--- config.mk ---
export PLATFORM = sky130hd
export DESIGN_NAME = bscan_chain
export DESIGN_NICKNAME = d
export VERILOG_FILES = /design/src/rtl/bscan_pkg.sv /design/src/rtl/bscan_capture_stage.sv /design/src/rtl/bscan_update_stage.sv /design/src/rtl/bscan_pin_mux.sv /design/src/rtl/bscan_chain.sv
export SDC_FILE = /design/constraint.sdc
export NUM_CORES = 1
export LEC_CHECK = 0
export ABC_AREA = 1
export BUFFER_PORTS_ARGS = -buffer_cell sky130_fd_sc_hd__buf_2
export CORE_AREA = 2 2 50 52
export DETAILED_ROUTE_END_ITERATION = 8
export DIE_AREA = 0 0 52 54
export PLACE_DENSITY = 0.71
export SKIP_CTS_REPAIR_TIMING = 1
export SLEW_MARGIN = 15
export SYNTH_ARGS = -nofsm -noshare
export SYNTH_HDL_FRONTEND = slang
export SYNTH_HIERARCHICAL = 1
export SYNTH_SLANG_ARGS = --single-unit
--- constraint.sdc ---
create_clock -name tck -period 0.8 [get_ports tck]
set_input_delay 0.16 -clock tck [delete_from_list [all_inputs] [get_ports tck]]
set_output_delay 0.16 -clock tck [all_outputs]
set_load 0.01 [all_outputs]
--- src/rtl/bscan_pkg.sv ---
package bscan_pkg;
    typedef enum logic [1:0] {
        BS_FUNC   = 2'b00,
        BS_SAMPLE = 2'b01,
        BS_EXTEST = 2'b10,
        BS_INTEST = 2'b11
    } bs_mode_e;
endpackage

--- src/rtl/bscan_capture_stage.sv ---
module bscan_capture_stage
    import bscan_pkg::*;
#(
    parameter int N_IN  = 4,
    parameter int N_OUT = 4,
    localparam int LEN  = N_IN + N_OUT
) (
    input  logic             tck,
    input  logic             trst_n,
    input  logic             capture_en,
    input  logic             shift_en,
    input  bs_mode_e         mode,
    input  logic             scan_in,
    input  logic [N_IN-1:0]  pin_in,
    input  logic [N_OUT-1:0] core_out,
    input  logic [N_IN-1:0]  upd_in,
    input  logic [N_OUT-1:0] upd_out,
    output logic [LEN-1:0]   chain
);
    typedef struct packed {
        logic [LEN-1:0] chain;
    } cap_state_t;

    cap_state_t st_d, st_q;
    logic [LEN-1:0] cap_src;

    // Input cells observe the core side only during internal test.
    for (genvar i = 0; i < N_IN; i++) begin : g_in_src
        assign cap_src[i] = (mode == BS_INTEST) ? upd_in[i] : pin_in[i];
    end

    // Output cells observe their own pad drive during external test.
    for (genvar j = 0; j < N_OUT; j++) begin : g_out_src
        assign cap_src[N_IN+j] = (mode == BS_EXTEST) ? upd_out[j] : core_out[j];
    end

    always_comb begin
        st_d = st_q;
        if (capture_en) begin
            st_d.chain = cap_src;
        end else if (shift_en) begin
            st_d.chain = {st_q.chain[LEN-2:0], scan_in};
        end
    end

    always_ff @(posedge tck or negedge trst_n) begin
        if (!trst_n) begin
            st_q <= '0;
        end else begin
            st_q <= st_d;
        end
    end

    assign chain = st_q.chain;
endmodule

--- src/rtl/bscan_update_stage.sv ---
module bscan_update_stage
    import bscan_pkg::*;
#(
    parameter int N_IN  = 4,
    parameter int N_OUT = 4,
    localparam int LEN  = N_IN + N_OUT
) (
    input  logic             tck,
    input  logic             trst_n,
    input  logic             update_en,
    input  bs_mode_e         mode,
    input  logic [LEN-1:0]   chain,
    output logic [N_IN-1:0]  upd_in,
    output logic [N_OUT-1:0] upd_out,
    output logic             scan_out
);
    typedef struct packed {
        logic [LEN-1:0] upd;
        logic           tdo;
    } upd_state_t;

    upd_state_t st_d, st_q;

    always_comb begin
        st_d     = st_q;
        st_d.tdo = chain[LEN-1];
        if (update_en && (mode != BS_FUNC)) begin
            st_d.upd = chain;
        end
    end

    always_ff @(negedge tck or negedge trst_n) begin
        if (!trst_n) begin
            st_q <= '0;
        end else begin
            st_q <= st_d;
        end
    end

    assign upd_in   = st_q.upd[N_IN-1:0];
    assign upd_out  = st_q.upd[LEN-1:N_IN];
    assign scan_out = st_q.tdo;
endmodule

--- src/rtl/bscan_pin_mux.sv ---
module bscan_pin_mux
    import bscan_pkg::*;
#(
    parameter int N_IN  = 4,
    parameter int N_OUT = 4
) (
    input  logic             trst_n,
    input  bs_mode_e         mode,
    input  logic [N_IN-1:0]  pin_in,
    input  logic [N_OUT-1:0] core_out,
    input  logic [N_IN-1:0]  upd_in,
    input  logic [N_OUT-1:0] upd_out,
    output logic [N_IN-1:0]  core_in,
    output logic [N_OUT-1:0] pin_out
);
    logic drive_pads, drive_core;

    // Reset overrides the mode code and keeps both paths functional.
    assign drive_pads = trst_n && (mode == BS_EXTEST);
    assign drive_core = trst_n && (mode == BS_INTEST);

    for (genvar i = 0; i < N_IN; i++) begin : g_in_mux
        assign core_in[i] = drive_core ? upd_in[i] : pin_in[i];
    end

    for (genvar j = 0; j < N_OUT; j++) begin : g_out_mux
        assign pin_out[j] = drive_pads ? upd_out[j] : core_out[j];
    end
endmodule

--- src/rtl/bscan_chain.sv ---
module bscan_chain
    import bscan_pkg::*;
#(
    parameter int N_IN  = 4,
    parameter int N_OUT = 4
) (
    input  logic             tck,
    input  logic             trst_n,
    input  logic             capture_en,
    input  logic             shift_en,
    input  logic             update_en,
    input  logic [1:0]       mode,
    input  logic             scan_in,
    output logic             scan_out,
    input  logic [N_IN-1:0]  pin_in,
    output logic [N_IN-1:0]  core_in,
    input  logic [N_OUT-1:0] core_out,
    output logic [N_OUT-1:0] pin_out
);
    localparam int LEN = N_IN + N_OUT;

    bs_mode_e         mode_w;
    logic [LEN-1:0]   chain_w;
    logic [N_IN-1:0]  upd_in_w;
    logic [N_OUT-1:0] upd_out_w;

    assign mode_w = bs_mode_e'(mode);

    bscan_capture_stage #(.N_IN(N_IN), .N_OUT(N_OUT)) u_capture (
        .tck        (tck),
        .trst_n     (trst_n),
        .capture_en (capture_en),
        .shift_en   (shift_en),
        .mode       (mode_w),
        .scan_in    (scan_in),
        .pin_in     (pin_in),
        .core_out   (core_out),
        .upd_in     (upd_in_w),
        .upd_out    (upd_out_w),
        .chain      (chain_w)
    );

    bscan_update_stage #(.N_IN(N_IN), .N_OUT(N_OUT)) u_update (
        .tck       (tck),
        .trst_n    (trst_n),
        .update_en (update_en),
        .mode      (mode_w),
        .chain     (chain_w),
        .upd_in    (upd_in_w),
        .upd_out   (upd_out_w),
        .scan_out  (scan_out)
    );

    bscan_pin_mux #(.N_IN(N_IN), .N_OUT(N_OUT)) u_mux (
        .trst_n   (trst_n),
        .mode     (mode_w),
        .pin_in   (pin_in),
        .core_out (core_out),
        .upd_in   (upd_in_w),
        .upd_out  (upd_out_w),
        .core_in  (core_in),
        .pin_out  (pin_out)
    );
endmodule

-- After elaboration in Yosys (flattened, before gate mapping)
Index checks and enable logic that the tools add are counted.
- register bits: 17
- input port bits: 16
- logic and storage cells: 28
- reduce and logical (&&, ||, !) cells: 5
- eq/ne operators: 2
- multiplexer cells: 18
- operators with widths (operator ; number):
    $mux 1 ; 16
    $mux 8 ; 2
    $eq 2x2->1 const B ; 2
    $reduce_bool 2->1 ; 2
    $logic_and 1x1->1 ; 3

-- Depth between registers and ports, before layout
Gate-level depths: netlist of the first run.
- depth in word-level cells: 3
- mapped depth: 5
- depth with buffers taken out: 5

-- Modules after synthesis
The synthesis of the first run kept the hierarchy.
- by module, submodules not included (module ; area each (sq um) ; cells an instance ; times used):
    bscan_capture_stage ; 518.0 ; 80 ; 1
    bscan_update_stage ; 367.9 ; 38 ; 1
    bscan_pin_mux ; 160.2 ; 29 ; 1

==> results of run 1 <==
state kept, by name (all words and copies together), names as in the netlist:
name,flops
u_update/upd_out,4
u_update/scan_out,1
u_update/upd_in,4
u_capture/chain,8
routing by layer:
| layer | track usage, % | share of wire (%) | wire length [µm] |
|---|---|---|---|
| met5 | 0 | 0 | 0 |
| met4 | 2.19 | 0.28 | 8 |
| met3 | 6.11 | 4.3 | 123 |
| met2 | 35.4 | 54 | 1540 |
| met1 | 22.8 | 42 | 1200 |
critical path, delay by kind of cell, from the launching register on:
kind                   cells  cell delay [ns]
buffers and inverters      1             0.12
AND/OR/NAND/NOR            2             0.17
flip-flops                 1             0.46
where the power goes:
part | total (µW) | switching (µW) | internal (µW)
sequential | 1080 | 91.8 | 985
combinational | 754 | 402 | 352
clock | 465 | 271 | 194
cells in the final DEF (no fill, tap or decap):
| cell type | count |
|---|---|
| nand4_1 | 8 |
| o21ai_0 | 8 |
| buf_6 | 3 |
| nor2_1 | 8 |
| dfrtn_1 | 9 |
| clkbuf_1 | 1 |
| a21oi_2 | 7 |
| nand2_1 | 41 |
| dfrtp_1 | 8 |
| nand3_4 | 1 |
| nand2_2 | 6 |
| o21ai_4 | 1 |
| inv_1 | 15 |
| buf_2 | 24 |
| buf_4 | 19 |
| a21oi_1 | 1 |
| nand3_1 | 4 |
| nand3_2 | 17 |
| clkbuf_4 | 3 |
| nand2_4 | 1 |
| inv_2 | 8 |
kinds of logic (layout without fill, tap and decap cells):
logic type	count (synthesis)	after routing	synth area share, %
DFF	17	17	40.7
AOI/OAI and AO/OA	17	17	9.21
buffers and inverters	27	73	11.8
and+or+nand+nor	86	86	38.3
per-stage QoR:
| step | hold WS, ns | power (µW) | worst slack, ns | std cells |
|---|---|---|---|---|
| 2_1_floorplan | -0.136 | 1380 | -0.352 | 147 |
| 3_5_place_dp | 0.340 | 1620 | -0.481 | 210 |
| 4_1_cts | 0.0219 | 2070 | -0.800 | 214 |
| 6_report | 0.0336 | 2300 | -0.799 | 223 |
| 5_1_grt | 0.0596 | 2440 | -0.877 | 223 |
| 3_3_place_gp | 0.326 | 1610 | -0.468 | 210 |
worst max path at each step:
stage | from | to | slack (ns) | cells after the start
6_report | u_update/upd_in[3] | core_in[3] | -0.80 | 3
5_1_grt | u_update/upd_in[2] | core_in[2] | -0.88 | 3
4_1_cts | u_update/upd_in[0] | core_in[0] | -0.80 | 3
3_5_place_dp | u_update/upd_in[0] | core_in[0] | -0.48 | 3
3_3_place_gp | u_update/upd_in[0] | core_in[0] | -0.47 | 3
2_1_floorplan | u_update/upd_in[0] | core_in[0] | -0.35 | 2
final cells by class:
class / instances / area, µm² / area share, %
Clock buffer: 4 / 26.3 / 1.77
Inverter: 23 / 86.3 / 5.81
Timing Repair Buffer: 46 / 297 / 20.0
Tap cell: 30 / 37.5 / 2.53
Sequential cell: 17 / 425 / 28.6
Multi-Input combinational cell: 103 / 613 / 41.3
==> summary.txt, run 1 <==
pwr/cell area - 1550 nW/µm²
Die Y - 54 µm
ranking of synthesized cells by area - dfrtn_1, dfrtp_1, nand2_1, nand3_1, inv_1
vias per cell - 5.05
CTS Buffer Depth - 2
initial DRC count - 32
fin nets - 210
CTS buffer count - 3
Core Util, Final - 64.0%
Syn Inst Count - 147
Detailed Place HPWL - 1.83 mm
worst min path class - input pin to asynchronous set/reset pin
global route overflow - 0
layout cell share with drive strength beyond 1 - 46.6%
Worst Path Required - 0.64 ns
status - finished, violations left
post-route cell area - 1490 µm²
fin worst setup slack - -0.799 ns
CP Data Arrival Time - 1.44 ns
# diodes - 0
R2R cell count - 5
GPL Wtd Cong - 0.750
Slew Viols, Final - 0
final antenna-violating net count - 0
worst slew pin tran - 0.277 ns
Syn Nets - 163
CTS tree - built
max-cap viol count - 0
vias in the first global route - 1011
Core Rows - 18
CP Capture Type - output pin
worst vdd ir - 1330 µV
placed inst area - 1260 µm²
final setup violation count - 26
drt drc - 0
Total Routing Usage GR - 19.4%
Post-synth EDFFs - 0
CTS Sinks - 17
DR vias - 1126
Worst-Skew Late Latency - 0.29 ns
Area Overhead vs Synth - 42.0%
post-synth top area cell - dfrtn_1
Sum Neg Setup Slack - -13.04 ns
ys async rst share - 100%
Worst Path Max Fanout - 3
Die ar. - 2810 µm²
Core ar. - 2320 µm²
Layout fillers - 200
library cells used by synthesis - 17
CTS HTree Levels - 1
dominant cell by count in the synthesized netlist - nand2_1
RR Startpoint - u_update/upd_in[3]
# port buffers - 24
maximum number of pins on one net before global-route repair - 14
Leak Pwr - 0.000811 µW
initial antenna violation count - 0
1st-pass router iterations - 4
max incr delay on CP - 0.46 ns
Critical R2R Capture - u_capture/chain[3]
Rel. slew slack - 81.5%
failing checks - setup timing
Top Ports - 25
Synth Register Bits - 17
WL/cell - 12.9 µm
Syn. warnings - 6
Clock Tree Root - clkbuf_4
Main synth FF type - dfrtn_1
Synth top cells by count - nand2_1, inv_1, nand3_1, dfrtn_1
RSZ-0062 raised after global routing - yes
synthesized area - 1050 µm²
Crit-path slowest cell - dfrtn_1
Post-Route Skew - 0.00180 ns
Yosys top cell area share - 21.5%
Horiz. Die Dim - 52 µm
Hold Vio Cnt, Final - 0
critical path startpoint category - flop
register area share after synthesis - 40.7%
Detailed Route WL - 2.87 mm
first-pass GRT wire length - 4.06 mm
Clock Pin Slew Worst Setup and Hold Paths - 0.10 ns
FF-to-FF setup slack - -0.51 ns
worst path cell trace - nand4_1 -> nand2_1 -> buf_2
Syn Area/Cell - 7.12 µm²
Crit Path Category - flop to output pin
initial core utilization - 45.1%
Power figures use the tool's default switching activity.
==> run 2: changes to the inputs <==
--- a/config.mk
+++ b/config.mk
@@ -8,6 +8,7 @@
 export ABC_AREA = 1
 export BUFFER_PORTS_ARGS = -buffer_cell sky130_fd_sc_hd__buf_2
 export CORE_AREA = 2 2 50 52
+export CTS_BUF_LIST = sky130_fd_sc_hd__clkbuf_16
 export DETAILED_ROUTE_END_ITERATION = 8
 export DIE_AREA = 0 0 52 54
 export PLACE_DENSITY = 0.71
==> summary.txt, run 2 (synthesis gave the netlist of run 1 again) <==
CTS buffer count - 3 (unchanged)
Clock Tree Root - clkbuf_16 (was clkbuf_4)
layout cell share with drive strength beyond 1 - 46.1% (was 46.6%)
CTS HTree Levels - 1 (unchanged)
fin nets - 208 (was 210)
Total Routing Usage GR - 19.2% (was 19.4%)
worst min path class - input pin to asynchronous set/reset pin (unchanged)
WL/cell - 12.7 µm (was 12.9 µm)
global route overflow - 0 (unchanged)
CP Capture Type - output pin (unchanged)
Top Ports - 25 (unchanged)
final antenna-violating net count - 0 (unchanged)
Die ar. - 2810 µm² (unchanged)
worst path cell trace - nand4_1 -> nand2_1 -> buf_2 (unchanged)
Post-Route Skew - 0.0324 ns (was 0.00180 ns)
Crit-path slowest cell - dfrtn_1 (unchanged)
CTS Buffer Depth - 2 (unchanged)
CTS Sinks - 17 (unchanged)
most common library cell in the layout ignoring fill and taps - nand2_1 (unchanged)
Hold Slack - 0.0940 ns (was 0.0336 ns)
status - finished, violations left (unchanged)
RSZ-0062 raised after global routing - yes (unchanged)
vias in the first global route - 996 (was 1011)
CTS tree - built (unchanged)
pwr/cell area - 1830 nW/µm² (was 1550 nW/µm²)
Core Rows - 18 (unchanged)
DR vias - 1109 (was 1126)
Hold Vio Cnt, Final - 0 (unchanged)
vias per cell - 5.02 (was 5.05)
DP Cell Count - 210 (unchanged)
Core Util, Final - 65.6% (was 64.0%)
Area Overhead vs Synth - 45.6% (was 42.0%)
GPL Wtd Cong - 0.750 (unchanged)
first-pass GRT wire length - 4.04 mm (was 4.06 mm)
failing checks - setup timing (unchanged)
Layout fillers - 200 (unchanged)
worst slew pin tran - 0.278 ns (was 0.277 ns)
Core ar. - 2320 µm² (unchanged)
placed inst area - 1260 µm² (unchanged)
# port buffers - 24 (unchanged)
Rel. slew slack - 81.5% (about the same)
final setup violation count - 26 (unchanged)
worst vdd ir - 2620 µV (was 1330 µV)
Detailed Route WL - 2.80 mm (was 2.87 mm)
1st-pass router iterations - 4 (unchanged)
Detailed Place HPWL - 1.83 mm (unchanged)
Finished Layout Cells - 221 (was 223)
post-route cell area - 1520 µm² (was 1490 µm²)
max incr delay on CP - 0.45 ns (was 0.46 ns)
highest-count cells in the layout ignoring fill and taps - nand2_1, buf_2, buf_4, nand3_2, inv_1 (unchanged)
max FFs per register - 8 (unchanged)
Die Y - 54 µm (unchanged)
fin worst setup slack - -0.773 ns (was -0.799 ns)
initial DRC count - 32 (unchanged)
maximum number of pins on one net before global-route repair - 14 (unchanged)
Reg area - 425 µm² (unchanged)
initial antenna violation count - 0 (unchanged)
initial core utilization - 45.1% (unchanged)
Worst Path Max Fanout - 3 (unchanged)
Clock Pin Slew Worst Setup and Hold Paths - 0.05 ns (was 0.10 ns)
# diodes - 0 (unchanged)
Crit Path Category - flop to output pin (unchanged)
drt drc - 0 (unchanged)
Worst-Skew Late Latency - 0.27 ns (was 0.29 ns)
CP Data Arrival Time - 1.41 ns (was 1.44 ns)
Slew Viols, Final - 0 (unchanged)
Worst Path Required - 0.64 ns (about the same)
Horiz. Die Dim - 52 µm (unchanged)
critical path startpoint category - flop (unchanged)
max-cap viol count - 0 (unchanged)
Leak Pwr - 0.000829 µW (was 0.000811 µW)
area of the multi-input gates - 613 µm² (unchanged)
==> run 2: cell count changes in the layout (fill, tap and decap cells not counted) <==
cell,change
buf_4,-2
clkbuf_1,-1
clkbuf_16,+3
clkbuf_4,-3
inv_1,+1
==> run 2: power by group <==
part,internal [µW],switching (µW)
clock,663,312
combinational,337,396
sequential,988,93.7
total,1990,802
==> run 2: worst max-delay path: cells and delay by family (launching register included) <==
family | cells | cell delay [ns]
simple gates | 2 | 0.17
buf+inv | 1 | 0.12
flops | 1 | 0.45
==> run 2: per-layer routing <==
metal | track usage, % | share of wire [%] | up-vias
met5 | 0 | 0 | -
met4 | 2.63 | 0.82 | 0
met3 | 4.17 | 3.0 | 2
met2 | 36.1 | 54 | 24
met1 | 22.8 | 42 | 525
li1 | - | - | 558
==> run 2: final timing paths <==
path                                     start  slack (ns)  cells after the start                   to
max reg2reg                 u_update/upd_in[2]       -0.54                      5   u_capture/chain[2]
min                                     trst_n        0.09                      2   u_capture/chain[6]
max in group asynchronous               trst_n        0.26                      2  u_update/upd_out[3]
min reg2reg                u_update/upd_out[3]        0.46                      2  u_update/upd_out[3]
min in group tck                       scan_in        0.23                      3   u_capture/chain[0]
max                         u_update/upd_in[3]       -0.77                      3           core_in[3]
==> run 2: per-stage QoR <==
| step | setup TNS (ns) | worst slack [ns] | total power, µW |
|---|---|---|---|
| 2_1_floorplan | -7.48 | -0.352 | 1380 |
| 3_5_place_dp | -10.57 | -0.481 | 1620 |
| 3_3_place_gp | -10.24 | -0.468 | 1610 |
| 5_1_grt | -13.76 | -0.841 | 2940 |
| 6_report | -12.65 | -0.773 | 2790 |
| 4_1_cts | -12.25 | -0.775 | 2600 |
==> run 2: area by class of cell <==
cell class / count / share of cell area, %
multi-input combinational: 103 / 40.3
sequential: 17 / 27.9
timing repair buffer: 44 / 18.5
inverter: 23 / 5.67
clock buffer: 3 / 4.93
tap: 30 / 2.47
clock inverter: 1 / 0.247
